--- config.mk ---
export PLATFORM = sky130hd
export DESIGN_NAME = inputCaptureChannel
export DESIGN_NICKNAME = d
export VERILOG_FILES = /design/src/rtl/capPkg.sv /design/src/rtl/capCtrl.sv /design/src/rtl/capData.sv /design/src/rtl/inputCaptureChannel.sv
export SDC_FILE = /design/constraint.sdc
export NUM_CORES = 1
export LEC_CHECK = 0
export BUFFER_PORTS_ARGS = -buffer_cell sky130_fd_sc_hd__buf_4
export CELL_PAD_IN_SITES_DETAIL_PLACEMENT = 2
export CELL_PAD_IN_SITES_GLOBAL_PLACEMENT = 2
export CORE_UTILIZATION = 30
export DETAILED_ROUTE_END_ITERATION = 12
export PLACE_DENSITY_LB_ADDON = 0.1
export SYNTH_ARGS = -nofsm -noshare
export SYNTH_HDL_FRONTEND = slang
export SYNTH_SLANG_ARGS = --single-unit
--- constraint.sdc ---
create_clock -name clk -period 1.2 [get_ports clk]
set_input_delay 0.18 -clock clk [delete_from_list [all_inputs] [get_ports clk]]
set_output_delay 0.18 -clock clk [all_outputs]
set_load 0.005 [all_outputs]
--- src/rtl/capPkg.sv ---
package capPkg;
  typedef struct packed {
    logic loadBuf;   // write counter value into hidden stage
    logic moveBuf;   // copy hidden stage into visible register
  } capStrobes_t;
endpackage

--- src/rtl/capCtrl.sv ---
module capCtrl
  import capPkg::*;
(
  input  logic        clk,
  input  logic        rstN,
  input  logic        evtEnable,
  input  logic        chanEnable,
  input  logic        evtPulse,
  input  logic        rdStrobe,
  input  logic        clrIrq,
  input  logic        clrErr,
  output capStrobes_t strobes,
  output logic        visValid,
  output logic        bufValid,
  output logic        irqFlag,
  output logic        errFlag
);
  logic acceptEvt;
  logic dropEvt;
  logic visFree;

  assign acceptEvt = evtPulse && evtEnable && chanEnable;
  assign dropEvt   = acceptEvt && bufValid;
  assign visFree   = !visValid || rdStrobe;

  always_comb begin
    strobes.loadBuf = acceptEvt && !bufValid;
    strobes.moveBuf = bufValid && visFree;
  end

  always_ff @(posedge clk or negedge rstN) begin
    if (!rstN) begin
      bufValid <= 1'b0;
      visValid <= 1'b0;
      irqFlag  <= 1'b0;
      errFlag  <= 1'b0;
    end else begin
      if (strobes.loadBuf)      bufValid <= 1'b1;
      else if (strobes.moveBuf) bufValid <= 1'b0;

      if (strobes.moveBuf)      visValid <= 1'b1;
      else if (rdStrobe)        visValid <= 1'b0;

      irqFlag <= (irqFlag && !clrIrq) || bufValid;
      errFlag <= (errFlag && !clrErr) || dropEvt;
    end
  end
endmodule

--- src/rtl/capData.sv ---
module capData
  import capPkg::*;
#(
  parameter int CNT_W = 16
) (
  input  logic             clk,
  input  logic             rstN,
  input  capStrobes_t      strobes,
  input  logic [CNT_W-1:0] counterVal,
  output logic [CNT_W-1:0] visData
);
  logic [CNT_W-1:0] bufData;

  always_ff @(posedge clk or negedge rstN) begin
    if (!rstN) begin
      bufData <= '0;
      visData <= '0;
    end else begin
      if (strobes.loadBuf) bufData <= counterVal;
      if (strobes.moveBuf) visData <= bufData;
    end
  end
endmodule

--- src/rtl/inputCaptureChannel.sv ---
module inputCaptureChannel
  import capPkg::*;
#(
  parameter int CNT_W = 16
) (
  input  logic             clk,
  input  logic             rstN,
  input  logic             evtEnable,
  input  logic             chanEnable,
  input  logic             evtPulse,
  input  logic [CNT_W-1:0] counterVal,
  input  logic             rdStrobe,
  input  logic             clrIrq,
  input  logic             clrErr,
  output logic [CNT_W-1:0] capValue,
  output logic             capValid,
  output logic             pendingFlag,
  output logic             irqFlag,
  output logic             errFlag
);
  capStrobes_t strobes;

  capCtrl uCtrl (
    .clk(clk), .rstN(rstN), .evtEnable(evtEnable), .chanEnable(chanEnable),
    .evtPulse(evtPulse), .rdStrobe(rdStrobe), .clrIrq(clrIrq), .clrErr(clrErr),
    .strobes(strobes), .visValid(capValid), .bufValid(pendingFlag),
    .irqFlag(irqFlag), .errFlag(errFlag)
  );

  capData #(.CNT_W(CNT_W)) uData (
    .clk(clk), .rstN(rstN), .strobes(strobes), .counterVal(counterVal),
    .visData(capValue)
  );
endmodule

# Yosys cells after proc, flatten, opt, wreduce, memory -nomap -nowiden
# Index checks and enable logic that the tools add are counted.
[op_classes]
div = 0
muxes = 4
magnitude_cmp = 0
mul = 0
add_sub_neg = 0
bitwise = 0
reduce_logical = 16
n_eq_ne = 0
shifts = 0
[op_table]
columns = ["operator", "n"]
rows = [
  ["logical AND 1 bit", 7],
  ["logical NOT 1 bit", 4],
  ["2-to-1 mux 1 bit", 4],
  ["nonzero test 2 bit", 2],
  ["logical OR 1 bit", 3],
]
[totals]
input_bits = 24
romBits = 0
reg_bits = 36
memories = 0
latch_bits = 0
mem_bits_rw = 0

# Longest topological paths before layout
# Gate-level depths: netlist of the first run.
[depth]
ltp_word = 5
ltp_mapped = 4
mapped_depth_nobuf = 3

# Hierarchy
# A second synthesis of the first run with hierarchy kept.
[unflattened]
cells_unflattened = 83
hier_area_um2 = 1477.7
[modules_own_cells]
columns = ["module", "n_inst", "area_each_um2", "cells_per_inst"]
rows = [
  ["capData", 1, 1298.7, 68],
  ["capCtrl", 1, 178.9, 15],
]

# Least setup slack after synthesis of the first run
# No wires, ideal clock.
[synth_timing]
path_kind = "register to register"
start = "reg uCtrl.bufValid"
end = "reg uData.bufData[10]"
synth_period_minus_slack_ps = 1267
path_buffers = 1
setup_time_ps = 125
arrival_time_ps = 1142
slack_ps = -67
stages_incl_launch_ff = 5
cell_sequence = "dfrtp_1 > inv_2 > nand4_4 > buf_6 > mux2_4"
[synth_between]
elab_chain_cells = 2
[synth_rtl]
columns = ["item", "line", "source"]
rows = [
  ["start: declaration", "capCtrl.sv:14", "output logic bufValid,"],
  ["start signal: assignment", "capCtrl.sv:33", "bufValid <= 1'b0;"],
  ["start signal: assignment", "capCtrl.sv:38", "if (strobes.loadBuf) bufValid <= 1'b1;"],
  ["start signal: assignment", "capCtrl.sv:39", "else if (strobes.moveBuf) bufValid <= 1'b0;"],
  ["logical NOT 1 bit", "capCtrl.sv:27", "strobes.loadBuf = acceptEvt && !bufValid;"],
  ["logical AND 1 bit", "capCtrl.sv:27", ""],
  ["end signal: assignment", "capData.sv:19", "if (strobes.loadBuf) bufData <= counterVal;"],
  ["end: declaration", "capData.sv:12", "logic [CNT_W-1:0] bufData;"],
]
# No other way between the ends.
# A chain may end at the register's enable or synchronous reset.

# Worst setup path after layout of the first run
# Ends and elaborated chain as after synthesis.

==> results of run 1 <==
==> cell families after synthesis <==
| family | share of synthesized area (%) |
|---|---|
| AO/OA/AOI/OAI | 1.08 |
| buffers and inverters | 2.17 |
| flip-flops | 65.0 |
| multiplexers | 28.4 |
| AND/OR/NAND/NOR | 3.34 |
==> report_power, final <==
part / leakage, nW / switching (W) / internal [W] / total [W]
clock network: 0.0541 / 0.000456 / 0.000615 / 0.00107
logic: 0.463 / 0.000290 / 0.000651 / 0.000940
registers: 0.434 / 0.000196 / 0.00157 / 0.00176
==> per-layer routing <==
metal	wire, um	part of all wire (%)	global-route usage [%]	vias up
li1	-	-	-	392
met1	1240	40	16.1	449
met3	186	6.0	5.48	7
met4	48	1.5	5.33	0
met2	1650	53	24.9	27
met5	0	0	0	-
==> cell type report <==
class	count	area share (%)
multi-input combinational	40	23.3
tap	52	3.33
clock inverter	3	2.18
clock buffer	5	3.53
inverter	3	0.577
timing repair buffer	50	20.8
sequential	36	46.2
==> what timing repair did <==
item,4_1_cts,5_1_grt
cloned,0,0
resized for setup,0,2
pin swaps,0,0
hold endpoints to repair,36,0
endpoints found under the setup margin,18,32
buffers inserted,1,1
hold buffers,1,0
==> cells in the final DEF, fill, tap and decap left out, types with 2 or more instances in the layout <==
master	instances
inv_1	2
clkbuf_8	5
mux2_2	23
mux2_4	9
dfrtp_1	35
o21ai_0	3
buf_12	2
buf_4	46
==> registers in the layout, indices dropped and copies added (netlist names) <==
signal	count
uData.bufData	16
uData.visData	16
uCtrl.bufValid	1
uCtrl.errFlag	1
uCtrl.irqFlag	1
uCtrl.visValid	1
==> how the worst max path moves through the flow <==
stage	cells past startpoint	from	slack (ps)	end
floorplan	4	uCtrl.bufValid$_DFFE_PN0P_	-40	uData.bufData[10]$_DFFE_PN0P_
global placement	5	rdStrobe	30	uData.visData[3]$_DFFE_PN0P_
detailed placement	5	rdStrobe	-20	uData.visData[13]$_DFFE_PN0P_
CTS	4	uCtrl.bufValid$_DFFE_PN0P_	-30	uData.bufData[10]$_DFFE_PN0P_
global route	4	uCtrl.bufValid$_DFFE_PN0P_	-50	uData.bufData[10]$_DFFE_PN0P_
finish	4	uCtrl.bufValid$_DFFE_PN0P_	-9	uData.bufData[10]$_DFFE_PN0P_
==> through the flow <==
step                      worst slack [ps]  util [%]  instance area (um^2)  hold WS [ps]
after CTS                            -26.7      44.2                  1940          80.0
after detailed placement             -22.4      41.3                  1810           173
final                                -9.14      44.5                  1950          89.4
after floorplan                      -41.2         -                  1390          -116
after global routing                 -45.9      44.5                  1950          79.9
after global placement                26.2      41.3                  1810           163
==> results.sh, run 1 <==
export IMPL_ys_seq_elements=36
export IMPL_fmax_mhz=827
export IMPL_fin_crit_sh_pct=101
export IMPL_hold_depth=2
export IMPL_syn2layout_area_growth_pct=40.8
export IMPL_finalWorstSetupSlack_ps=-9.14
export IMPL_ys_warn_count=0
export IMPL_cp_top_family="flip-flops"
export IMPL_drt_vias_per_instance=4.63
export IMPL_nNetsFinal=160
export IMPL_ys_types=13
export IMPL_r2r_end="uData.bufData[10]$_DFFE_PN0P_"
export IMPL_wire_per_inst_um=16.5
export IMPL_cap_violations=0
export IMPL_max_slew_margin_rel_pct=68.8
export IMPL_clock_sinks=36
export IMPL_path_max_fanout=17
export IMPL_syn_nets=105
export IMPL_syn_area_per_cell_um2=17.1
export IMPL_crit_path_end_kind="flip-flop"
export IMPL_r2r_cells=4
export IMPL_gr_usage_all_layers_pct=14.4
export IMPL_setup_viol=7
export IMPL_gp_congestion=0.596
export IMPL_grt_overflow_total=0
export IMPL_cts_buffers=5
export IMPL_drt_total_wl_mm=3.12
export IMPL_dp_hpwl_mm=2.16
export IMPL_cts_tree="done"
export IMPL_worst_path_buf_inv=2
export IMPL_start_util_pct=31.6
export IMPL_final_max_slew_viol_count=0
export IMPL_die_w_um=70.0
export IMPL_tightest_slew_ps=468
export IMPL_min_period_ps=1210
export IMPL_htreeDepth=2
export IMPL_num_antenna_cells=0
export IMPL_clock_root_buffer="clkbuf_8"
export IMPL_layout_drive_gt1_share_pct=68.6
export IMPL_powerDensity_nw_per_um2=1930
export IMPL_dieArea_um2=4900
export IMPL_slowest_stage="dfrtp_2"
export IMPL_grt_pass1_wl_mm=5.30
export IMPL_vdd_drop_max_mv=0.849
export IMPL_finalHoldViolCount=0
export IMPL_synth_common_cells="36 x dfrtp_1, 23 x mux2_2, 9 x mux2_4"
export IMPL_rsz0062_at_grt="yes"
export IMPL_synth_async_sr_flop_share_pct=100
export IMPL_violations="setup timing"
export IMPL_num_fill_cells=436
export IMPL_clock_latency_ps=290
export IMPL_syn_inst=81
export IMPL_antenna_found_initial=0
export IMPL_seq_area_um2=902
export IMPL_ioPinCount=44
export IMPL_hold_path_class="in2reg"
export IMPL_final_antenna_net_count=0
export IMPL_start_kind="flip-flop"
export IMPL_fp_dieH_um=70.0
export IMPL_synth_top_cell_area_share_pct=65.0
export IMPL_synthFlopType="dfrtp_1"
export IMPL_synth_most_common_cell="dfrtp_1"
export IMPL_synth_largest_area_cell="dfrtp_1"
export IMPL_coreArea_um2=4380
export IMPL_path_clk_slew_ps=80
export IMPL_worstPathArrival_ps=1390
export IMPL_portBuffers=43
export IMPL_rows=24
export IMPL_seq_area_frac_synth_pct=65.0
export IMPL_multi_input_area_um2=455
export IMPL_criticalPathCategory="reg2reg"
export IMPL_status="complete, but fails checks"
export IMPL_clk_path_buf_depth=2
export IMPL_fin_worst_skew_ps=3.24
export IMPL_drc_errors=0
export IMPL_final_cells=189
export IMPL_min_from="clrErr"
export IMPL_synth_area_top_cells="dfrtp_1 65%, mux2_2 19%, mux2_4 9.7%"
export IMPL_grt_max_degree=37
export IMPL_min_to="uCtrl.errFlag$_DFF_PN0_"
export IMPL_max_stage_delay_ps=440
export IMPL_worstPathCellList="inv_2 > nand4_4 > buf_12 > mux2_4"
export IMPL_p_total_w=0.00377
export IMPL_drt_pass1_iterations=3
export IMPL_p_leak_nw=0.951
export IMPL_synth_edf_count=0
export IMPL_drt_iter0_markers=24
export IMPL_grt_pass1_vias=1028
export IMPL_regToRegSetupSlack_ps=-9
export IMPL_syn_area_um2=1390
export IMPL_dp_cells=178
export IMPL_tns_ps=-24.0
export IMPL_worstPathRequired_ps=1380
export IMPL_via_count=875
export IMPL_r2r_start="uCtrl.bufValid$_DFFE_PN0P_"
Note: power is estimated with default switching activity, not from simulation.
==> run 2: changes to the inputs <==
--- a/config.mk
+++ b/config.mk
@@ -8,6 +8,7 @@
 export BUFFER_PORTS_ARGS = -buffer_cell sky130_fd_sc_hd__buf_4
 export CELL_PAD_IN_SITES_DETAIL_PLACEMENT = 2
 export CELL_PAD_IN_SITES_GLOBAL_PLACEMENT = 2
+export CORE_ASPECT_RATIO = 1.2
 export CORE_UTILIZATION = 30
 export DETAILED_ROUTE_END_ITERATION = 12
 export PLACE_DENSITY_LB_ADDON = 0.1
==> run 2 against run 1 <==
  * The flow now finishes without violations
  * Global-route usage is 1.8 points lower
  * Setup slack better by 10 ps
  * Register-to-register slack hardly changed
  * Non-clock buffer count stayed put
  * Utilization is 0.11 points higher
  * Wire length is 8.2% lower
  * Via count is 1.9% lower
  * Die area hardly changed
  * Largest power group unchanged
  * Worst hold slack hardly changed
  * Cell area is 0.32% lower
  * Final cell count is 1.6% higher
==> results.sh, run 2 (synthesis results as in run 1) <==
export IMPL_status="finished, final reports clean"
export IMPL_final_cells=192
export IMPL_die_w_um=64.1
export IMPL_max_slew_margin_rel_pct=69.4
export IMPL_final_max_slew_viol_count=0
export IMPL_dp_cells=183
export IMPL_placed_area_um2=1840
export IMPL_grt_overflow_total=0
export IMPL_clk_path_buf_depth=2
export IMPL_crit_path_end_kind="flip-flop"
export IMPL_dieArea_um2=4900
export IMPL_nNetsFinal=160
export IMPL_criticalPathCategory="reg2reg"
export IMPL_clock_sinks=36
export IMPL_htreeDepth=2
export IMPL_antenna_found_initial=0
export IMPL_fmax_mhz=834
export IMPL_setup_viol=0
export IMPL_cts_tree="done"
export IMPL_final_cell_mix="46 x buf_4, 35 x dfrtp_1, 22 x mux2_2"
export IMPL_gp_congestion=0.657
export IMPL_worstPathRequired_ps=1360
export IMPL_drt_total_wl_mm=2.87
export IMPL_start_kind="flip-flop"
export IMPL_drc_errors=0
export IMPL_path_max_fanout=17
export IMPL_via_count=858
export IMPL_ioPinCount=44
export IMPL_coreArea_um2=4360
export IMPL_vdd_drop_max_mv=0.913
export IMPL_num_fill_cells=447
export IMPL_cts_buffers=5
export IMPL_finalHoldViolCount=0
export IMPL_min_period_ps=1200
export IMPL_start_util_pct=31.8
export IMPL_rsz0062_at_grt="yes"
export IMPL_grt_pass1_wl_mm=4.69
export IMPL_drt_pass1_iterations=2
export IMPL_p_leak_nw=0.956
export IMPL_final_util_pct=44.6
export IMPL_fp_dieH_um=76.5
export IMPL_finalWorstSetupSlack_ps=1.36
export IMPL_wire_per_inst_um=14.9
export IMPL_fin_worst_skew_ps=7.21
export IMPL_clock_latency_ps=270
export IMPL_portBuffers=43
export IMPL_powerDensity_nw_per_um2=1780
export IMPL_final_antenna_net_count=0
export IMPL_drt_vias_per_instance=4.47
export IMPL_mostFrequentLayoutCell="buf_4"
export IMPL_pre_cts_ws_ps=-22.5
export IMPL_gr_usage_all_layers_pct=12.7
export IMPL_tns_ps=0
export IMPL_drt_iter0_markers=19
export IMPL_worstPathArrival_ps=1350
export IMPL_tightest_slew_ps=459
export IMPL_hold_path_class="in2reg"
export IMPL_dp_hpwl_mm=2.04
export IMPL_grt_max_degree=37
export IMPL_grt_pass1_vias=998
export IMPL_reg_largest_list="uData.bufData x16, uData.visData x16"
export IMPL_rows=26
export IMPL_clock_root_buffer="clkbuf_8"
export IMPL_cap_violations=0
export IMPL_num_antenna_cells=0
export IMPL_fin_crit_sh_pct=99.9
export IMPL_syn2layout_area_growth_pct=40.3
export IMPL_path_clk_slew_ps=70
export IMPL_design_area_um2=1950
export IMPL_layout_drive_gt1_share_pct=67.6
-- run 2: cell types whose count changed in the layout (fill, tap and decap cells not counted), sizes merged --
cell	delta
clkinvlp	-1
clkbuf	+1
bufinv	-1
-- run 2: cell type report --
type | count | area (um^2) | area share (%)
Clock buffer | 6 | 72.6 | 3.73
Clock inverter | 1 | 5.00 | 0.257
Inverter | 3 | 11.3 | 0.579
Multi-Input combinational cell | 40 | 469 | 24.1
Sequential cell | 36 | 902 | 46.4
Tap cell | 56 | 70.1 | 3.60
Timing Repair Buffer | 50 | 415 | 21.4
-- run 2: timing repair --
item / CTS / global route
hold buffers: 1 / 0
buffers inserted: 0 / 1
gates resized for setup: 1 / 3
pin swaps: 0 / 1
endpoints found under the setup margin: 1 / 32
hold endpoints to repair: 36 / 0
-- run 2: stage by stage --
stage | hold slack, ps | power [W]
floorplan | -116 | 0.00214
global placement | 160 | 0.00268
detailed placement | 167 | 0.00273
CTS | 91.9 | 0.00354
global route | 112 | 0.00370
finish | 89.1 | 0.00347
-- run 2: final timing paths --
path / startpoint / endpoint / slack, ps / depth (start not counted)
min in group asynchronous: rstN / uData.bufData[10]$_DFFE_PN0P_ / 400 / 2
max in group asynchronous: rstN / uCtrl.bufValid$_DFFE_PN0P_ / 450 / 2
max reg2reg: uCtrl.bufValid$_DFFE_PN0P_ / uData.bufData[4]$_DFFE_PN0P_ / 1 / 4
min reg2reg: uData.visData[9]$_DFFE_PN0P_ / uData.visData[9]$_DFFE_PN0P_ / 510 / 1
min: clrIrq / uCtrl.irqFlag$_DFF_PN0_ / 90 / 2
max: uCtrl.bufValid$_DFFE_PN0P_ / uData.bufData[4]$_DFFE_PN0P_ / 1 / 4
-- run 2: metal layers --
metal	GRT usage (%)	wire, um	vias to the layer above
met5	0	0	-
met4	4.77	17	0
met3	2.69	133	2
met2	22.2	1600	27
met1	14.8	1120	439
li1	-	-	390
-- run 2: power by group --
group / internal (W) / switching, W / leakage (nW)
Sequential: 0.00157 / 0.000190 / 0.434
Clock: 0.000394 / 0.000379 / 0.0410
Combinational: 0.000660 / 0.000281 / 0.481
-- run 2: critical path, stage by stage (launching register included) --
cell and delay (ps):
dfrtp_2 440, inv_2 80, nand4_4 80, buf_12 180, mux2_4 300
